File: src/rtl/can_acc_pkg.sv
package can_acc_pkg;
  localparam int unsigned ID_W   = 29;
  localparam int unsigned BASE_W = 11;
  localparam int unsigned EXT_W  = ID_W - BASE_W;

  typedef logic [ID_W-1:0] can_id_t;

  typedef struct packed {
    can_id_t id;
    logic    ext;
  } acc_mask_t;
endpackage

File: src/rtl/can_acc_cmp.sv
module can_acc_cmp
  import can_acc_pkg::*;
(
  input  can_id_t   frm_id_i,
  input  logic      frm_ext_i,
  input  can_id_t   mb_id_i,
  input  logic      mb_ext_i,
  input  logic      mb_en_i,
  input  logic      mb_rx_i,
  input  acc_mask_t mask_i,
  output logic      match_o
);
  can_id_t care;
  can_id_t diff;
  logic    fmt_ok;

  always_comb begin
    care = mask_i.id;
    // standard frames: extension bits are never compared
    if (!frm_ext_i) care[EXT_W-1:0] = '0;
    diff   = (frm_id_i ^ mb_id_i) & care;
    fmt_ok = !mask_i.ext || (frm_ext_i == mb_ext_i);
  end

  assign match_o = mb_en_i & mb_rx_i & fmt_ok & ~|diff;
endmodule

File: src/rtl/can_acc_prio.sv
module can_acc_prio #(
  parameter int unsigned N     = 32,
  localparam int unsigned IDX_W = (N > 1) ? $clog2(N) : 1
) (
  input  logic [N-1:0]     req_i,
  output logic             any_o,
  output logic [IDX_W-1:0] idx_o
);
  always_comb begin
    any_o = |req_i;
    idx_o = '0;
    // descending scan: the last assignment is the lowest set bit
    for (int i = N - 1; i >= 0; i--) begin
      if (req_i[i]) idx_o = IDX_W'(i);
    end
  end
endmodule

File: src/rtl/can_acc_filter.sv
module can_acc_filter
  import can_acc_pkg::*;
#(
  parameter int unsigned N_MBOX = 32,
  localparam int unsigned IDX_W = (N_MBOX > 1) ? $clog2(N_MBOX) : 1,
  localparam int unsigned LOCAL_MB = N_MBOX - 1
) (
  input  logic                   clk_i,
  input  logic                   rst_ni,
  input  logic                   frm_vld_i,
  input  logic [ID_W-1:0]        frm_id_i,
  input  logic                   frm_ext_i,
  input  logic                   frm_rtr_i,
  input  logic [N_MBOX*ID_W-1:0] mb_id_i,
  input  logic [N_MBOX-1:0]      mb_ext_i,
  input  logic [N_MBOX-1:0]      mb_en_i,
  input  logic [N_MBOX-1:0]      mb_rx_i,
  input  logic [ID_W-1:0]        gmask_id_i,
  input  logic                   gmask_ext_i,
  input  logic [ID_W-1:0]        lmask_id_i,
  input  logic                   lmask_ext_i,
  output logic                   hit_o,
  output logic [IDX_W-1:0]       idx_o
);
  acc_mask_t          gmask;
  acc_mask_t          lmask;
  logic [N_MBOX-1:0]  match_vec;
  logic               any_match;
  logic [IDX_W-1:0]   win_idx;
  logic               hit_q;
  logic [IDX_W-1:0]   idx_q;
  logic               rtr_unused;

  // remote frames are filtered exactly like data frames
  assign rtr_unused = frm_rtr_i;

  assign gmask = '{id: gmask_id_i, ext: gmask_ext_i};
  assign lmask = '{id: lmask_id_i, ext: lmask_ext_i};

  for (genvar k = 0; k < N_MBOX; k++) begin : g_mb
    acc_mask_t sel_mask;
    if (k == LOCAL_MB) begin : g_loc
      assign sel_mask = lmask;
    end else begin : g_glb
      assign sel_mask = gmask;
    end

    can_acc_cmp u_cmp (
      .frm_id_i  (frm_id_i),
      .frm_ext_i (frm_ext_i),
      .mb_id_i   (mb_id_i[k*ID_W +: ID_W]),
      .mb_ext_i  (mb_ext_i[k]),
      .mb_en_i   (mb_en_i[k]),
      .mb_rx_i   (mb_rx_i[k]),
      .mask_i    (sel_mask),
      .match_o   (match_vec[k])
    );
  end

  can_acc_prio #(.N(N_MBOX)) u_prio (
    .req_i (match_vec),
    .any_o (any_match),
    .idx_o (win_idx)
  );

  always_ff @(posedge clk_i or negedge rst_ni) begin
    if (!rst_ni) begin
      hit_q <= 1'b0;
      idx_q <= '0;
    end else begin
      hit_q <= frm_vld_i & any_match;
      if (frm_vld_i) idx_q <= win_idx;
    end
  end

  assign hit_o = hit_q;
  assign idx_o = idx_q;
endmodule

File: config.mk
export PLATFORM = sky130hd
export DESIGN_NAME = can_acc_filter
export DESIGN_NICKNAME = d
export VERILOG_FILES = /design/src/rtl/can_acc_pkg.sv /design/src/rtl/can_acc_cmp.sv /design/src/rtl/can_acc_prio.sv /design/src/rtl/can_acc_filter.sv
export SDC_FILE = /design/constraint.sdc
export NUM_CORES = 1
export LEC_CHECK = 0
export ABC_AREA = 0
export BUFFER_PORTS_ARGS = -buffer_cell sky130_fd_sc_hd__buf_2
export CAP_MARGIN = 20
export CORE_AREA = 10 10 430 432
export DETAILED_ROUTE_END_ITERATION = 12
export DIE_AREA = 0 0 440 442
export GPL_ROUTABILITY_DRIVEN = 0
export MAX_ROUTING_LAYER = met4
export PLACE_DENSITY = 0.34
export SETUP_SLACK_MARGIN = 0.2
export SLEW_MARGIN = 20
export SYNTH_ARGS = -nofsm -noshare
export SYNTH_HDL_FRONTEND = slang
export SYNTH_SLANG_ARGS = --single-unit
File: constraint.sdc
create_clock -name clk_i -period 0.8 [get_ports clk_i]
set_input_delay 0.08 -clock clk_i [delete_from_list [all_inputs] [get_ports clk_i]]
set_output_delay 0.08 -clock clk_i [all_outputs]
set_load 0.02 [all_outputs]
==> results.toml, run 1 <==
[sta]
timing.final.crit_share_pct = 370
setup_violations = 12
rsz0062_at_grt = "true"
fin_crit_ns = 2.96
hold_violations = 0
worst_slack_ns = -2.16
clock.fmax_mhz = 338
drv_slew = 0
slew_headroom_pct = 42.8
tightest_slew_ns = 0.858
clock_skew_ns = 0

[die]
ios = 1124
die_w_um = 440
start_util_pct = 8.46
die-area_um2 = 194000
fp-row-count = 154
core-area_um2 = 176000
die_y_um = 442

[pwr]
p_per_area_nw_per_um2 = 756
leakage_nw = 13.6
peakVddDrop_mv = 0.778

[yosys]
synth_top_family_by_area = "XOR/XNOR gates"
synth_top_area_share_pct = 41.8
synthesis.nets = 3095
synth-main-ff-cell = "dfrtp_1"
synth-warning-count = 0
syn_area_um2 = 14900
synthMuxAreaShare_pct = 0.0673
ys_ff_latch = 6
async_flop_share_pct = 100
yosys.area_share.simple_pct = 9.96
synth_xor_area_share_pct = 54.7
netlist_instances = 1977
ys_types = 60
synth_edf_count = 0
syn_avg_cell_area_um2 = 7.52
synth_compound_area_share_pct = 27.1
synth_area_leaders = "xor2_1 42%, xnor2_1 13%, a22oi_1 9.8%"
seq_area_frac_synth_pct = 1.01
synth_fa_ha_area_share_pct = 0
yosys.area.top_type = "xor2_1"

[critical_path]
rr_worst_depth = 3
crit_end = "idx_o[0]$_DFFE_PN0P_"
arrival_ns = 3.06
r2r_start = "idx_o[2]$_DFFE_PN0P_"
rr_endpoint = "idx_o[2]$_DFFE_PN0P_"
crit_required_ns = 0.90
critPathLaunch = "frm_ext_i"
cp_max_fo = 11
end_kind = "flip-flop"
critPathLaunchType = "primary input"
worst-setup-path-type = "primary input to flip-flop"
r2r_setup_slack_ns = -0.10

[grt]
grt_pass1_vias = 26200
grt_max_degree = 18
antenna_found_initial = 221
grt_overflow_total = 0
grtUsageTotal_pct = 24.9
grt_first_pass_wirelength_mm = 305

[clocking]
numCtsBuffers = 3
clock_latency_ns = 0.23
cts_tree = "done"
cts_max_level = 1
clkTransAtPathRegs_ns = 0.03
cts_sinks = 6
clockRootBuffer = "clkbuf_16"
clk_path_buf_depth = 2

[detailed_routing]
viasPerCell = 4.14
drtAntennaViolNets = 0
vias = 24900
drt-pass1-iter-count = 7
post-route-drc-count = 0
wl_per_cell_um = 41.6
drtIter0Drc = 2635
wl_mm = 250

[cells_and_area]
finalInstanceArea_um2 = 30400
layout_commonest_cell = "buf_2"
drive_gt1_share_pct = 53.7
fin_util_pct = 17.3
syn_to_final_growth_pct = 104
n_fill_cell = 20200
final_cell_mix = "1,081 x buf_2, 710 x xor2_1, 501 x buf_4"
nets = 4633

[placement]
hpwl_mm = 222
place_ws_ns = -3.00
portBuffers = 1122
place_area_um2 = 28900

[status]
violations = "negative setup slack"
status = "finished with violations"

[job]
maxCapViolCount = 0

[worst_hold_path]
hp-class = "primary input to flip-flop"
## stage by stage
stage | setup TNS, ns | instances | power, mW | hold slack, ns
after detailed placement | -17.45 | 5827 | 21.4 | -0.0868
after global routing | -13.81 | 6006 | 23.7 | 0.248
after CTS | -14.28 | 5848 | 22.8 | 0.242
after global placement | -19.57 | 5826 | 21.5 | -0.0886
final | -13.31 | 6013 | 23.0 | 0.236
after floorplan | -7.90 | 1977 | 7.91 | -0.216
## Yosys cell counts (4+ instances only)
cell type / number
a22oi_1: 195
o2111ai_1: 7
nor4_1: 30
buf_1: 4
and2_1: 18
nor2_1: 25
a222oi_1: 31
a211oi_1: 4
o21ai_0: 33
clkbuf_1: 66
nor3_1: 13
inv_1: 8
nand4_1: 40
xor2_1: 710
nand3_1: 39
a22o_1: 14
buf_2: 117
nand2b_1: 4
a2111oi_0: 7
a21oi_1: 13
o211ai_1: 12
nand2_1: 102
buf_4: 16
a2bb2oi_1: 13
dfrtp_1: 6
buf_6: 5
xnor2_1: 219
a221oi_1: 80
o22ai_1: 97
and3_1: 5
## critical path, stage by stage
cell and delay [ns]:
buf_16 0.13, buf_12 0.16, and2_2 0.23, buf_4 0.25, a222oi_1 0.59, o2111ai_1 0.28, nor4_4 0.31, buf_4 0.21
nand2b_1 0.09, nand2_1 0.10, nor2_1 0.06, nor3_2 0.24, o21ba_1 0.19, o41ai_2 0.07
## registers in the layout, summed over array words and instances (netlist names)
signal and flops:
hit_o 1, idx_o 5
## what timing repair did
item,4_1_cts,5_1_grt
setup endpoints to repair,12,12
cloned,3,0
gates resized for setup,103,54
hold buffers,1,0
hold endpoints to repair,6,0
pin swaps,34,25
buffers inserted,14,5
## report_power, final
part	leakage, nW	switching (mW)	internal (mW)	total, mW
registers	0.0759	0.0279	0.320	0.348
logic	13.5	12.7	9.12	21.8
clock network	0.0380	0.153	0.640	0.793
## routing by layer
| metal | global-route usage (%) | vias to the layer above | share of wire [%] |
|---|---|---|---|
| li1 | - | 10500 | - |
| met1 | 26.5 | 12300 | 36 |
| met2 | 44.3 | 1740 | 51 |
| met3 | 6.23 | 411 | 8.5 |
| met4 | 8.88 | 0 | 4.2 |
| met5 | - | - | 0 |
## worst min-delay path by stage
stage                                end  startpoint  slack [ns]  cells after the start
floorplan                hit_o$_DFF_PN0_      rst_ni       -0.22                      0
global route        idx_o[3]$_DFFE_PN0P_   frm_vld_i        0.25                      3
CTS                 idx_o[3]$_DFFE_PN0P_   frm_vld_i        0.24                      3
global placement         hit_o$_DFF_PN0_      rst_ni       -0.09                      1
detailed placement       hit_o$_DFF_PN0_      rst_ni       -0.09                      1
finish              idx_o[2]$_DFFE_PN0P_   frm_vld_i        0.24                      3
## kinds of logic (layout without fill, tap and decap cells)
group | Yosys count | in the layout
flip-flops | 6 | 6
multiplexers | 1 | 1
XOR/XNOR | 929 | 929
buffers and inverters | 216 | 1752
AO/OA/AOI/OAI | 532 | 532
AND/OR/NAND/NOR | 293 | 293
other | 0 | 160
## layout make-up
class | instances | area, µm² | area share (%)
inverter | 8 | 30.0 | 0.0989
timing repair buffer | 1741 | 12200 | 40.1
multi-input combinational | 1755 | 14600 | 48.1
sequential | 6 | 155 | 0.511
tap | 2340 | 2930 | 9.64
clock buffer | 3 | 75.1 | 0.247
antenna | 160 | 400 | 1.32
No activity file was read; power rests on OpenSTA's default activity.
==> run 2, diff against run 1 <==
- PLACE_DENSITY: 0.34 -> 0.31
- SLEW_MARGIN: 20 -> 40
==> run 2 against run 1 <==
- the flow still finishes with violations (negative setup slack)
- sequential power shrank 4%
- global-route usage shrank 0.46 points
- sequential share of layout area barely moved
- count of clock-buffer cells in the layout unchanged
- combinational power is 5% higher
- highest routed layer unchanged
- critical path depth did not move
- routed wire length is 1.8% lower
==> results.toml, run 2 (synthesis gave the netlist of run 1 again) <==
[job]
maxCapViolCount = 0

[grt]
grt_pass1_vias = 26700
antenna_found_initial = 120
grt_max_degree = 17
grtUsageTotal_pct = 24.4
grt_overflow_total = 0
grt_first_pass_wirelength_mm = 300

[critical_path]
cp_slowest_cell = "a211oi_1"
cp.depth = 14
cp_num_buf_inv = 4
cp_max_fo = 6
arrival_ns = 2.91
end_kind = "flip-flop"
slowest_delay_ns = 0.31
path_cells = "buf_6 > buf_4 > buf_4 > xor2_1 > a22oi_1 > nand4_1 > nor4_4 > buf_4 > a211oi_1 > nand3_2 > a211oi_4 > nor3_2 > o21ba_1 > o41ai_2"
path_delay_family = "compound AO/OA/AOI/OAI gates"
crit_top_cell = "buf_4"
rr_worst_depth = 2
crit_required_ns = 0.93
worst-setup-path-type = "primary input to flip-flop"
critPathLaunchType = "primary input"

[cells_and_area]
syn_to_final_growth_pct = 111
largest_reg_flops = 5
final_cell_mix = "1,076 x buf_2, 706 x xor2_1, 586 x buf_4"
finalInstanceArea_um2 = 31300
nets = 4740
drive_gt1_share_pct = 56.0
layout_commonest_cell = "buf_2"

[placement]
place_area_um2 = 29600
hpwl_mm = 218
portBuffers = 1122

[clocking]
cts_max_level = 1
clk_path_buf_depth = 2
cts_sinks = 6
clkTransAtPathRegs_ns = 0.03
numCtsBuffers = 3
clockRootBuffer = "clkbuf_16"
clock_latency_ns = 0.23
cts_tree = "done"

[die]
fp-row-count = 154
die-area_um2 = 194000
start_util_pct = 8.46
die_y_um = 442
ios = 1124
die_w_um = 440
core-area_um2 = 176000

[detailed_routing]
wl_per_cell_um = 40.6
drt-pass1-iter-count = 6
drtAntennaViolNets = 0
wl_mm = 245
vias = 24800
viasPerCell = 4.11
post-route-drc-count = 0
drtIter0Drc = 2988

[status]
violations = "negative setup slack"
status = "finished with violations"

[pwr]
pwr-share-comb_pct = 95.2
p_switching_mw = 13.3
p_clk_share_pct = 3.4
swShare_pct = 55.3
p_int_mw = 10.8
p_per_area_nw_per_um2 = 768
total_power_mw = 24.1
leakage_nw = 14.2
pwr-share-seq_pct = 1.4
peakVddDrop_mv = 0.510

[sta]
timing.final.crit_share_pct = 347
holdWs_ns = 0.200
drv_slew = 0
fin_crit_ns = 2.78
clock_skew_ns = 0
worst_slack_ns = -1.98
tightest_slew_ns = 0.693
hold_violations = 0
clock.fmax_mhz = 360
rsz0062_at_grt = "true"
setup_violations = 12
slew_headroom_pct = 53.8
fin_setup_tns_ns = -11.90

[worst_hold_path]
hp-class = "primary input to flip-flop"
whs_path_depth = 3
==> run 2: power by group through the flow <==
stage	Combinational [mW]	Sequential, mW	Clock, mW
2_1_floorplan	7.56	0.344	0
3_3_place_gp	22.1	0.335	0
3_5_place_dp	22.0	0.335	0
4_1_cts	22.9	0.334	0.833
5_1_grt	23.7	0.335	0.848
6_report	22.9	0.333	0.828
==> run 2: cell type report <==
cell class              instances  area (µm²)
diodes                         83         208
clock buffers                   3        75.1
fillers                     20300      144000
inverters                       8        30.0
multi-input cells            1755       14800
flip-flops and latches          6         153
well taps                    2340        2930
repair buffers               1848       13200
==> run 2: final timing paths <==
path	from	to	slack, ns
max	frm_id_i[13]	idx_o[0]$_DFFE_PN0P_	-1.98
min	frm_vld_i	idx_o[1]$_DFFE_PN0P_	0.20
max reg2reg	idx_o[1]$_DFFE_PN0P_	idx_o[1]$_DFFE_PN0P_	-0.06
min reg2reg	idx_o[4]$_DFFE_PN0P_	idx_o[4]$_DFFE_PN0P_	0.54
max in group asynchronous	rst_ni	idx_o[1]$_DFFE_PN0P_	0.33
min in group asynchronous	rst_ni	idx_o[3]$_DFFE_PN0P_	0.30
==> run 2: worst register-to-register path: stages, from the launching register on <==
cell,delay (ns)
dfrtp_2,0.43
mux2i_1,0.21
o21ai_2,0.09
==> run 2: metal layers <==
metal	GRT usage (%)	wire length (µm)	vias to the layer above
met5	-	0	-
met4	7.24	9440	0
met3	3.68	15800	322
met2	43.4	125000	1663
met1	28.1	95500	12300
li1	-	-	10600
==> run 2: per-stage QoR <==
step / cells / setup slack (ns) / utilization [%]
floorplan: 1977 / -1.44 / -
global placement: 5915 / -3.13 / 16.8
detailed placement: 5917 / -2.91 / 16.9
CTS: 5946 / -2.03 / 17.6
global route: 6029 / -2.14 / 17.8
finish: 6043 / -1.98 / 17.8
==> run 2: timing repair <==
item | CTS | global route
hold endpoints to repair | 6 | 0
resized for setup | 188 | 27
hold buffers | 1 | 0
cloned | 2 | 1
setup buffers | 23 | 13
pin swaps | 41 | 20
endpoints found under the setup margin | 12 | 12
